File: src/rtl/jmpcall_pkg.sv
package jmpcall_pkg;

  typedef enum logic [2:0] {
    M_DIR = 3'd0,
    M_EXT = 3'd1,
    M_IX2 = 3'd2,
    M_IX1 = 3'd3,
    M_IX  = 3'd4
  } addrMode_e;

  typedef struct packed {
    logic      valid;
    logic      isCall;
    addrMode_e mode;
    logic [1:0] len;
    logic [2:0] cycles;
  } decode_t;

  typedef struct packed {
    logic capture;
    logic pcLoad;
    logic push;
    logic pushHigh;
  } strobe_t;

  function automatic decode_t decodeOp(input logic [7:0] op);
    decode_t d;
    d.valid  = 1'b1;
    d.isCall = (op[3:0] == 4'hD);
    d.mode   = M_DIR;
    d.len    = 2'd2;
    d.cycles = 3'd2;
    if (op[3:0] != 4'hC && op[3:0] != 4'hD) d.valid = 1'b0;
    case (op[7:4])
      4'hB: begin d.mode = M_DIR; d.len = 2'd2; d.cycles = 3'd2; end
      4'hC: begin d.mode = M_EXT; d.len = 2'd3; d.cycles = 3'd3; end
      4'hD: begin d.mode = M_IX2; d.len = 2'd3; d.cycles = 3'd4; end
      4'hE: begin d.mode = M_IX1; d.len = 2'd2; d.cycles = 3'd3; end
      4'hF: begin d.mode = M_IX;  d.len = 2'd1; d.cycles = 3'd2; end
      default: d.valid = 1'b0;
    endcase
    if (d.isCall) d.cycles = d.cycles + 3'd3;
    return d;
  endfunction

endpackage

File: src/rtl/jmpcall_ctrl.sv
module jmpcall_ctrl
  import jmpcall_pkg::*;
(
  input  logic    clk,
  input  logic    rstN,
  input  logic    start,
  input  decode_t dec,
  output strobe_t str,
  output logic    stkWe,
  output logic    done,
  output logic    err
);

  localparam int CNT_W = 3;

  logic             busy;
  logic             isCallQ;
  logic [CNT_W-1:0] cyc;
  logic [CNT_W-1:0] total;
  logic             errQ;
  logic             accept;
  logic             lastCyc;
  logic             preLast;

  assign accept  = !busy && start && dec.valid;
  assign lastCyc = busy && (cyc == total);
  assign preLast = busy && (CNT_W'(cyc + 1'b1) == total);

  always_comb begin
    str          = '0;
    str.capture  = accept;
    str.pcLoad   = (accept && dec.cycles == CNT_W'(2)) || preLast;
    str.push     = busy && isCallQ && (cyc == CNT_W'(2) || cyc == CNT_W'(3));
    str.pushHigh = (cyc == CNT_W'(3));
  end

  assign stkWe = str.push;
  assign done  = lastCyc;
  assign err   = errQ;

  always_ff @(posedge clk) begin
    if (!rstN) begin
      busy    <= 1'b0;
      isCallQ <= 1'b0;
      cyc     <= '0;
      total   <= '0;
      errQ    <= 1'b0;
    end else begin
      errQ <= !busy && start && !dec.valid;
      if (accept) begin
        busy    <= 1'b1;
        isCallQ <= dec.isCall;
        cyc     <= CNT_W'(2);
        total   <= dec.cycles;
      end else if (busy) begin
        if (lastCyc) begin
          busy <= 1'b0;
          cyc  <= '0;
        end else begin
          cyc <= cyc + 1'b1;
        end
      end
    end
  end

endmodule

File: src/rtl/jmpcall_dp.sv
module jmpcall_dp
  import jmpcall_pkg::*;
#(
  parameter int BYTE_W = 8,
  parameter int SP_W = 8,
  parameter logic [2*BYTE_W-1:0] PC_RESET = '0,
  parameter logic [SP_W-1:0] SP_RESET = '1
) (
  input  logic                clk,
  input  logic                rstN,
  input  strobe_t             str,
  input  decode_t             dec,
  input  logic [BYTE_W-1:0]   opHi,
  input  logic [BYTE_W-1:0]   opLo,
  input  logic [BYTE_W-1:0]   idxReg,
  output logic [SP_W-1:0]     stkAddr,
  output logic [BYTE_W-1:0]   stkData,
  output logic [2*BYTE_W-1:0] pcOut
);

  localparam int ADDR_W = 2 * BYTE_W;

  logic [ADDR_W-1:0] eaNext;
  logic [ADDR_W-1:0] eaQ;
  logic [ADDR_W-1:0] retQ;
  logic [ADDR_W-1:0] pcQ;
  logic [SP_W-1:0]   spQ;
  logic [ADDR_W-1:0] wideOp;
  logic [ADDR_W-1:0] wideIdx;
  logic [ADDR_W-1:0] wideLo;

  assign wideOp  = {opHi, opLo};
  assign wideIdx = {{BYTE_W{1'b0}}, idxReg};
  assign wideLo  = {{BYTE_W{1'b0}}, opLo};

  always_comb begin
    case (dec.mode)
      M_DIR:   eaNext = wideLo;
      M_EXT:   eaNext = wideOp;
      M_IX2:   eaNext = wideOp + wideIdx;
      M_IX1:   eaNext = wideLo + wideIdx;
      default: eaNext = wideIdx;
    endcase
  end

  always_ff @(posedge clk) begin
    if (!rstN) begin
      eaQ  <= '0;
      retQ <= '0;
      pcQ  <= PC_RESET;
      spQ  <= SP_RESET;
    end else begin
      if (str.capture) begin
        eaQ  <= eaNext;
        retQ <= pcQ + ADDR_W'(dec.len);
      end
      if (str.pcLoad) pcQ <= str.capture ? eaNext : eaQ;
      if (str.push) spQ <= spQ - 1'b1;
    end
  end

  assign stkAddr = spQ;
  assign stkData = str.pushHigh ? retQ[ADDR_W-1:BYTE_W] : retQ[BYTE_W-1:0];
  assign pcOut   = pcQ;

endmodule

File: src/rtl/jmpcall_seq.sv
module jmpcall_seq
  import jmpcall_pkg::*;
#(
  parameter int BYTE_W = 8,
  parameter int SP_W = 8,
  parameter logic [2*BYTE_W-1:0] PC_RESET = 16'h0300,
  parameter logic [SP_W-1:0] SP_RESET = 8'hFF
) (
  input  logic                clk,
  input  logic                rstN,
  input  logic                start,
  input  logic [7:0]          opcode,
  input  logic [BYTE_W-1:0]   opHi,
  input  logic [BYTE_W-1:0]   opLo,
  input  logic [BYTE_W-1:0]   idxReg,
  output logic                stkWe,
  output logic [SP_W-1:0]     stkAddr,
  output logic [BYTE_W-1:0]   stkData,
  output logic [2*BYTE_W-1:0] pcOut,
  output logic                done,
  output logic                err
);

  decode_t dec;
  strobe_t str;

  assign dec = decodeOp(opcode);

  jmpcall_ctrl u_ctrl (
    .clk   (clk),
    .rstN  (rstN),
    .start (start),
    .dec   (dec),
    .str   (str),
    .stkWe (stkWe),
    .done  (done),
    .err   (err)
  );

  jmpcall_dp #(
    .BYTE_W   (BYTE_W),
    .SP_W     (SP_W),
    .PC_RESET (PC_RESET),
    .SP_RESET (SP_RESET)
  ) u_dp (
    .clk     (clk),
    .rstN    (rstN),
    .str     (str),
    .dec     (dec),
    .opHi    (opHi),
    .opLo    (opLo),
    .idxReg  (idxReg),
    .stkAddr (stkAddr),
    .stkData (stkData),
    .pcOut   (pcOut)
  );

endmodule

File: config.mk
export PLATFORM = sky130hd
export DESIGN_NAME = jmpcall_seq
export DESIGN_NICKNAME = d
export VERILOG_FILES = /design/src/rtl/jmpcall_pkg.sv /design/src/rtl/jmpcall_ctrl.sv /design/src/rtl/jmpcall_dp.sv /design/src/rtl/jmpcall_seq.sv
export SDC_FILE = /design/constraint.sdc
export NUM_CORES = 1
export LEC_CHECK = 0
export BUFFER_PORTS_ARGS = -buffer_cell sky130_fd_sc_hd__buf_2
export CORE_UTILIZATION = 55
export CTS_CLUSTER_DIAMETER = 120
export DETAILED_ROUTE_END_ITERATION = 10
export PLACE_DENSITY = 0.79
export SYNTH_ARGS = -nofsm -noshare
export SYNTH_HDL_FRONTEND = slang
export SYNTH_SLANG_ARGS = --single-unit
File: constraint.sdc
create_clock -name clk -period 5.1 [get_ports clk]
set_input_delay 0.765 -clock clk [delete_from_list [all_inputs] [get_ports clk]]
set_output_delay 0.765 -clock clk [all_outputs]
set_load 0.03 [all_outputs]
# --- Word-level counts from Yosys, hierarchy flattened ---
# Index checks and enable logic that the tools add are counted.
word_totals:
  reg_bits: 65
  inputBits: 35
  wordCells: 63
  output_inout_bits: 35
op_classes:
  n_addsub: 6
  eq_ne: 16
  n_reduce_logical: 17
  bitwise: 1
  muxes: 13
op_table:
  columns: ["op", "count"]
  rows:
  - ["$pmux 16 s4", 1]
  - ["$pmux 8 s4", 1]
  - ["$eq 4x4->1 const B", 6]
  - ["$add 16x2->16", 1]
  - ["$add 16x8->16", 1]
  - ["$mux 16", 1]
  - ["$eq 3x2->1 const B", 5]
  - ["$add 8x8->9", 1]
  - ["$logic_and 1x1->1", 9]
  - ["$mux 8", 1]
  - ["$ne 4x4->1 const B", 2]
  - ["$sub 8x1->8 const B", 1]
  - ["$eq 3x3->1", 2]
  - ["$mux 3", 2]
  - ["$mux 1", 5]
  - ["$reduce_or 5->1", 1]
  - ["$mux 2", 2]
  - ["$add 3x1->3 const B", 1]
  - ["$add 3x2->3 const B", 1]
  - ["$eq 3x1->1 const B", 1]
  - ["$logic_not 3->1", 1]
  - ["$logic_not 1->1", 2]
  - ["$logic_or 1x1->1", 2]
  - ["$reduce_bool 2->1", 1]
  - ["other kinds (2)", 2]

# --- Depth between registers and ports, before layout ---
# Gate-level depths: netlist of run 1.
logic_depth:
  ltp_word: 7
  ltp_mapped: 12
  mapped_depth_nobuf: 10

# --- Modules after synthesis ---
# From an unflattened synthesis of run 1, not the netlist that was laid out.
unflattened:
  cells_unflattened: 453
  hier_area_um2: 3792.4
modules_own_cells:
  columns: ["mod", "seq_area_each_um2", "area_each_um2", "n_inst", "cells_each"]
  rows:
  - ["jmpcall_dp", 1121.1, 3168.0, 1, 378]
  - ["jmpcall_ctrl", 180.2, 491.7, 1, 55]
  - ["jmpcall_seq", 0.0, 132.6, 1, 20]

# --- Worst setup path before layout of run 1 ---
# No wires, ideal clock.
synth_path:
  kind: "input port to flip-flop"
  start: "input port opcode[4]"
  end: "register u_dp.retQ[8]"
  t_arrival_ns: 2.954
  n_path_buf: 2
  slack_ns: 2.060
  setup_ns: 0.086
  required_time_ns: 5.014
  cell_stages: 12
  path_cell_list: "clkbuf_1 clkbuf_1 nand2b_1 nor2b_1 ha_1 inv_1 fa_1 nand3b_1 nor2_1 and3_1 xnor2_1 a211oi_1"
synth_via:
  elab_chain_len: 4
  elab_cells_between_ends: 10
synth_lines:
  columns: ["element", "line_no", "rtl"]
  rows:
  - ["start, declared", "jmpcall_seq.sv:12", "input logic [7:0] opcode,"]
  - ["branches (longest 4 deep; another with $add 16x2->16)", null, null]
  - ["end signal, assigned", "jmpcall_dp.sv:55", "retQ <= pcQ + ADDR_W'(dec.len);"]
  - ["end, declared", "jmpcall_dp.sv:25", "logic [ADDR_W-1:0] retQ;"]
# Several ways; the timed one is not identified.
# A chain may end at the register's enable or synchronous reset.

# --- Final worst setup path of run 1 ---
layout_path:
  start: "register u_ctrl.cyc[0]"
  end: "output port stkWe"
layout_via:
  elab_chain_len: 3
  elab_cells_between_ends: 4
layout_lines:
  columns: ["element", "line_no", "rtl"]
  rows:
  - ["start, declared", "jmpcall_ctrl.sv:18", "logic [CNT_W-1:0] cyc;"]
  - ["start signal, assigned", "jmpcall_ctrl.sv:60", "cyc <= cyc + 1'b1;"]
  - ["$eq 3x2->1", "jmpcall_ctrl.sv:33", "str.push = busy && isCallQ && (cyc == CNT_W'(2) || cyc == CNT_W'(3));"]
  - ["$logic_or 1x1->1 *", "jmpcall_ctrl.sv:33", null]
  - ["$logic_and 1x1->1 *", "jmpcall_ctrl.sv:33", null]
  - ["end, declared", "jmpcall_seq.sv:16", "output logic stkWe,"]
# Mark *: on every way between the ends. The rest lies on a longest branch, timed or not.

==> metrics, run 1 <==
Synth Cell Area=a little under 4000 µm²; Max-cap violations=0; Synth Flop Type=dfxtp_1; pwr dens=~250 nW/µm²; latest clock arrival within the worst-skew pair=roughly 0.34 ns; Starting Density=a little under three fifths; Worst Path Required=roughly 4.3 ns; Crit. End Element=output port; ranking of synthesized cells by area=dfxtp_1 (33%), ha_1 (4.7%), nor2_1 (4.2%), xnor2_1 (3.8%), mux2_2 (3.7%); r2r worst-path depth=6; Seq cells post-synth=65; TritonCTS clock tree=done; Global Route Usage Sum=between 20 and 30%; CTS root buffer=clkbuf_8; Slew headroom=between 10% and 20%; startpoint type of the worst setup path=flip-flop; number of fill cells=approximately 610; Clock Sinks=65; Seq/Total Area, Yosys=around 33%; Setup TNS=0 ns; Inst Count DP=614; Crit Path Class=reg2out; DIE HEIGHT=between 80 and 90 µm; Worst VDD drop=between 0.1 and 0.15 mV; Layout Nets=between 500 and 600; Min Hold Slack=0.4554 ns; vias per cell=a little over 6; deepest clock path buffer count=2; Die W=between 80 and 90 µm; vias in the first global route=about 3400; Final WS setup=2.296 ns; full die area=approximately 7500 µm²; reg2reg start=u_ctrl.busy; final worst-path cycle share=54.98%; ANT nets after route=0; drt total wl=roughly 10000 µm; Worst-path clk slew=0.07 ns; RePlAce Congestion=about 0.9; worst hold path type=reg2reg; detailed-route via count=3816; R2R Setup Slk=approximately 2.6 ns; num ports=70; gr ovfl total=0; cell count after synthesis=472; Least-Margin Pin Slew=approximately 1.2 ns; first drt pass iteration count=5; Row Count=30; CTS buffer count=9; initial antenna violation count=0; post_cts resized=0; fin util=between 60% and 70%; most frequent cells in the layout=buf_2 (69), dfxtp_1 (65), nor2_1 (44), nand2_1 (36), a21oi_1 (22); first-pass GRT wire length=16300 µm; total power=between 1 and 1.5 mW; share of the synthesized area in the top cell type=between 30% and 40%; placed cell areas=4333 µm²; detailed router's first-iteration violation count=219; LEAKAGE=1.836 nW; mean post-synth cell area=between 8 and 9 µm²; worst r2r dst=u_dp.pcOut[5]; Layout area overhead=15.35%; crit path DAT=roughly 2.0 ns; status=finished clean; design area=4561 µm²; pin count of the biggest net entering global routing=48; Core Footprint=6869 µm²; final setup fails=0; post-detail-place hpwl=7328 µm; layout cells sized above 1=20.79%; Yosys Warn Count=0; syn nets=~520; average wire per standard cell=about 16 µm; unrepaired setup endpoints after global routing=false; Post-synth EDFFs=0; Hold Violations, Final=0; Post-Route Skew=approximately 0.0088 ns; fmax=~360 MHz; Setup crit start=u_ctrl.cyc[0]; Max Slew Vio Count=0; CP Max Fanout=10; htree depth=3; hold path start=u_dp.retQ[0]; Yosys cell types=62; CP endpoint=stkWe; Synth area leader=dfxtp_1; Hold Buf Count CTS=0; Cell Count, Final, Fillers Out=630; most common cell after layout, fill and taps aside=buf_2; Post-CTS Setup Bufs=0; IO Port Bufs=69; Ant. Diodes=0; Tmin final=2.804 ns; Post-synth ARST share=0%; setup slack at placement=2.015 ns; DRC viols=0
synth_stat cells, types with 6 or more instances:
| cell type | count |
|---|---|
| nor2_1 | 44 |
| nor3_1 | 15 |
| xor2_1 | 11 |
| o211ai_1 | 6 |
| nand2b_1 | 9 |
| xnor2_1 | 17 |
| a211oi_1 | 18 |
| inv_1 | 19 |
| buf_2 | 6 |
| nor2b_1 | 6 |
| o21ai_0 | 15 |
| o21ai_1 | 6 |
| nor4_1 | 6 |
| mux2_2 | 13 |
| and4_1 | 6 |
| nand2_1 | 36 |
| mux2i_1 | 7 |
| and2_1 | 8 |
| and3_1 | 6 |
| dfxtp_1 | 65 |
| a21oi_1 | 22 |
| clkbuf_1 | 16 |
| a31oi_1 | 15 |
| ha_1 | 15 |
final cells by class:
cell class	instances	area, µm²	area share (%)
well taps	96	120.1	2.634
clock buffers	10	137.6	3.018
flip-flops and latches	65	1301	28.53
repair buffers	73	375.4	8.230
multi-input cells	361	2465	54.05
inverters	19	71.32	1.564
clock inverters	6	90.09	1.975
routing by layer:
metal | wire, µm | track usage (%) | up-vias | share of wire, %
met5 | 0 | 0 | - | 0
li1 | - | - | 1858 | -
met3 | 465 | 5.048 | 14 | 4.6
met4 | 200 | 8.636 | 0 | 2.0
met2 | 4779 | 46.60 | 125 | 48
met1 | 4604 | 35.76 | 1819 | 46
where the power goes:
group | total (mW) | leakage, nW | internal, mW | switching, mW
clock network | 0.495 | 0.113 | 0.290 | 0.205
logic | 0.141 | 1.20 | 0.0536 | 0.0870
registers | 0.516 | 0.525 | 0.512 | 0.00365
total | 1.15 | 1.84 | 0.856 | 0.296
registers in the layout (all words and copies together), names as in the netlist:
name,flops
u_dp.eaQ,16
u_dp.pcOut,16
u_dp.stkAddr,8
u_ctrl.err,1
u_ctrl.isCallQ,1
u_dp.retQ,16
u_ctrl.busy,1
u_ctrl.cyc,3
u_ctrl.total,3
worst min-delay path by stage:
stage / to / slack [ns] / cells past startpoint
3_3_place_gp: u_dp.retQ[2] / 0.44 / 2
6_report: u_dp.retQ[0] / 0.46 / 2
4_1_cts: u_dp.retQ[0] / 0.46 / 2
2_1_floorplan: u_dp.retQ[2] / 0.43 / 2
5_1_grt: u_dp.retQ[0] / 0.48 / 2
3_5_place_dp: u_dp.retQ[0] / 0.45 / 2
critical path, cell delays in order (launching register included):
cell and delay (ns):
dfxtp_1 0.35, ha_1 0.22, ha_1 0.35, o211ai_1 0.46, inv_1 0.13, buf_2 0.20
cells by family after synthesis:
kind of cell | Yosys count | synth area share [%]
adders and majority gates | 17 | 5.760
AOI/OAI and AO/OA | 126 | 22.12
xor gates and xnor gates | 28 | 6.202
DFF | 65 | 32.91
buffers and inverters | 46 | 4.747
muxes | 21 | 5.854
and+or+nand+nor | 169 | 22.41
Power figures use the tool's default switching activity.
==> run 2: changes to the inputs <==
clock period = 2.8 ns   (was 5.1 ns; I/O delays follow)
==> run 2 against run 1 <==
Sequential power up 82%. Combinational power is 89% higher. Global-route usage is 1.3 points higher. Critical path type unchanged. First-iteration DRC count increased by 1.8%. Critical path depth did not move. Worst setup slack worse by 1.9 ns. Routed wire length is 2.0% higher. Via count rose by 0.10%. Sequential share of layout area decreased by 0.29 points. Cell count increased by 1.4%. Register-to-register slack got worse by 2.0 ns.
==> metrics, run 2 (synthesis gave the netlist of run 1 again) <==
fmax=approximately 410 MHz; worst hold stages=3; drt total wl=10250 µm; CP Max Fanout=10; worst hold path type=in2reg; pin count of the biggest net entering global routing=30; Starting Density=57.56%; Ant. Diodes=0; Die W=around 87 µm; DIE HEIGHT=between 80 and 90 µm; Least-Margin Pin Slew=0.6852 ns; most frequent cells in the layout=buf_2 (69), dfxtp_1 (65), nor2_1 (44), nand2_1 (36), a21oi_1 (22); number of fill cells=approximately 600; deepest clock path buffer count=2; initial antenna violation count=0; Final WS setup=roughly 0.35 ns; post-detail-place hpwl=around 7600 µm; Row Count=30; first drt pass iteration count=5; Core Footprint=roughly 7000 µm²; Post-Route Skew=0.004747 ns; pwr dens=about 430 nW/µm²; Worst-path clk slew=0.07 ns; met3 GRT Util=4.286%; setup slack at placement=between 0.15 and 0.2 ns; htree depth=3; r2r worst-path depth=4; Crit Path Class=reg2out; met2 usage=between 40% and 50%; Layout area overhead=16.52%; Layout Nets=590; met1 Usage GRT=about 37%; Slew headroom=about 54%; vias in the first global route=approximately 3600; startpoint type of the worst setup path=flip-flop; unrepaired setup endpoints after global routing=false; final worst-path cycle share=~90%; detailed router's first-iteration violation count=around 220; vias per cell=~6.0; Max-cap violations=0; Reg area=between 1000 and 1500 µm²; num ports=70; gr ovfl total=0; IO Port Bufs=between 60 and 70; GR peak layer=met2; average wire per standard cell=around 16 µm; full die area=~7500 µm²; Worst VDD drop=between 0.2 and 0.25 mV; R2R Setup Slk=0.58 ns; Max Slew Vio Count=0; DRC viols=0; Tmin final=2.450 ns; Setup TNS=0 ns; Global Route Usage Sum=between 20% and 30%; Crit. End Element=output port; post_cts resized=0; status=finished clean; TritonCTS clock tree=done; layout cells sized above 1=22.10%; area of the multi-input gates=roughly 2500 µm²; Hold Violations, Final=0; first-pass GRT wire length=approximately 17000 µm; Worst Path Required=around 2.4 ns; RePlAce Congestion=approximately 0.94; detailed-route via count=approximately 3800; ANT nets after route=0; CTS root buffer=clkbuf_8; latest clock arrival within the worst-skew pair=0.34 ns; Hold Buf Count CTS=0; LEAKAGE=~1.9 nW; CTS buffer count=9; crit path DAT=2.03 ns; most common cell after layout, fill and taps aside=buf_2; Post-CTS Setup Bufs=0; Clock Sinks=65; final setup fails=0
-- run 2: changes by cell type in the layout (fill, tap and decap cells not counted) --
cell       delta
buf_12        +1
bufinv_16     -1
buf_4         +8
clkinv_2      +2
clkbuf_8      -1
-- run 2: routing by layer --
| layer | share of wire (%) | wire, µm |
|---|---|---|
| met1 | 46 | 4726 |
| met2 | 49 | 4994 |
| met3 | 4.1 | 423 |
| met4 | 1.0 | 107 |
| met5 | 0 | 0 |
-- run 2: through the flow --
stage               cell area (µm²)  instances  utilization, %  hold WS [ns]  power [mW]
finish                         4607        639           67.07        0.4089       2.001
global route                   4607        639           67.07        0.4365       2.076
CTS                            4607        639           67.07        0.3989       2.002
detailed placement             4413        623           64.24        0.4518       1.221
global placement               4413        623           64.24        0.4410       1.215
floorplan                      3954        472               -        0.4294       1.130
-- run 2: final cells by class --
class	count	area share (%)
clock buffers	9	2.689
clock inverters	7	1.521
inverters	19	1.548
multi-input cells	361	53.50
flip-flops and latches	65	28.25
well taps	96	2.607
repair buffers	82	9.886
-- run 2: critical path: stages (launching register included) --
cell and delay (ns):
dfxtp_1 0.34, ha_1 0.21, ha_1 0.35, o211ai_1 0.46, inv_1 0.13, buf_2 0.20
-- run 2: worst paths after layout --
check | start | endpoint
max | u_ctrl.cyc[0] | stkWe
max reg2reg | u_ctrl.busy | u_dp.eaQ[11]
min reg2reg | u_dp.retQ[0] | u_dp.retQ[0]
min | start | u_ctrl.err
-- run 2: power breakdown --
| part | total, mW | internal (mW) | switching (mW) |
|---|---|---|---|
| sequential | 0.939 | 0.933 | 0.00646 |
| combinational | 0.266 | 0.105 | 0.161 |
| clock | 0.796 | 0.411 | 0.385 |
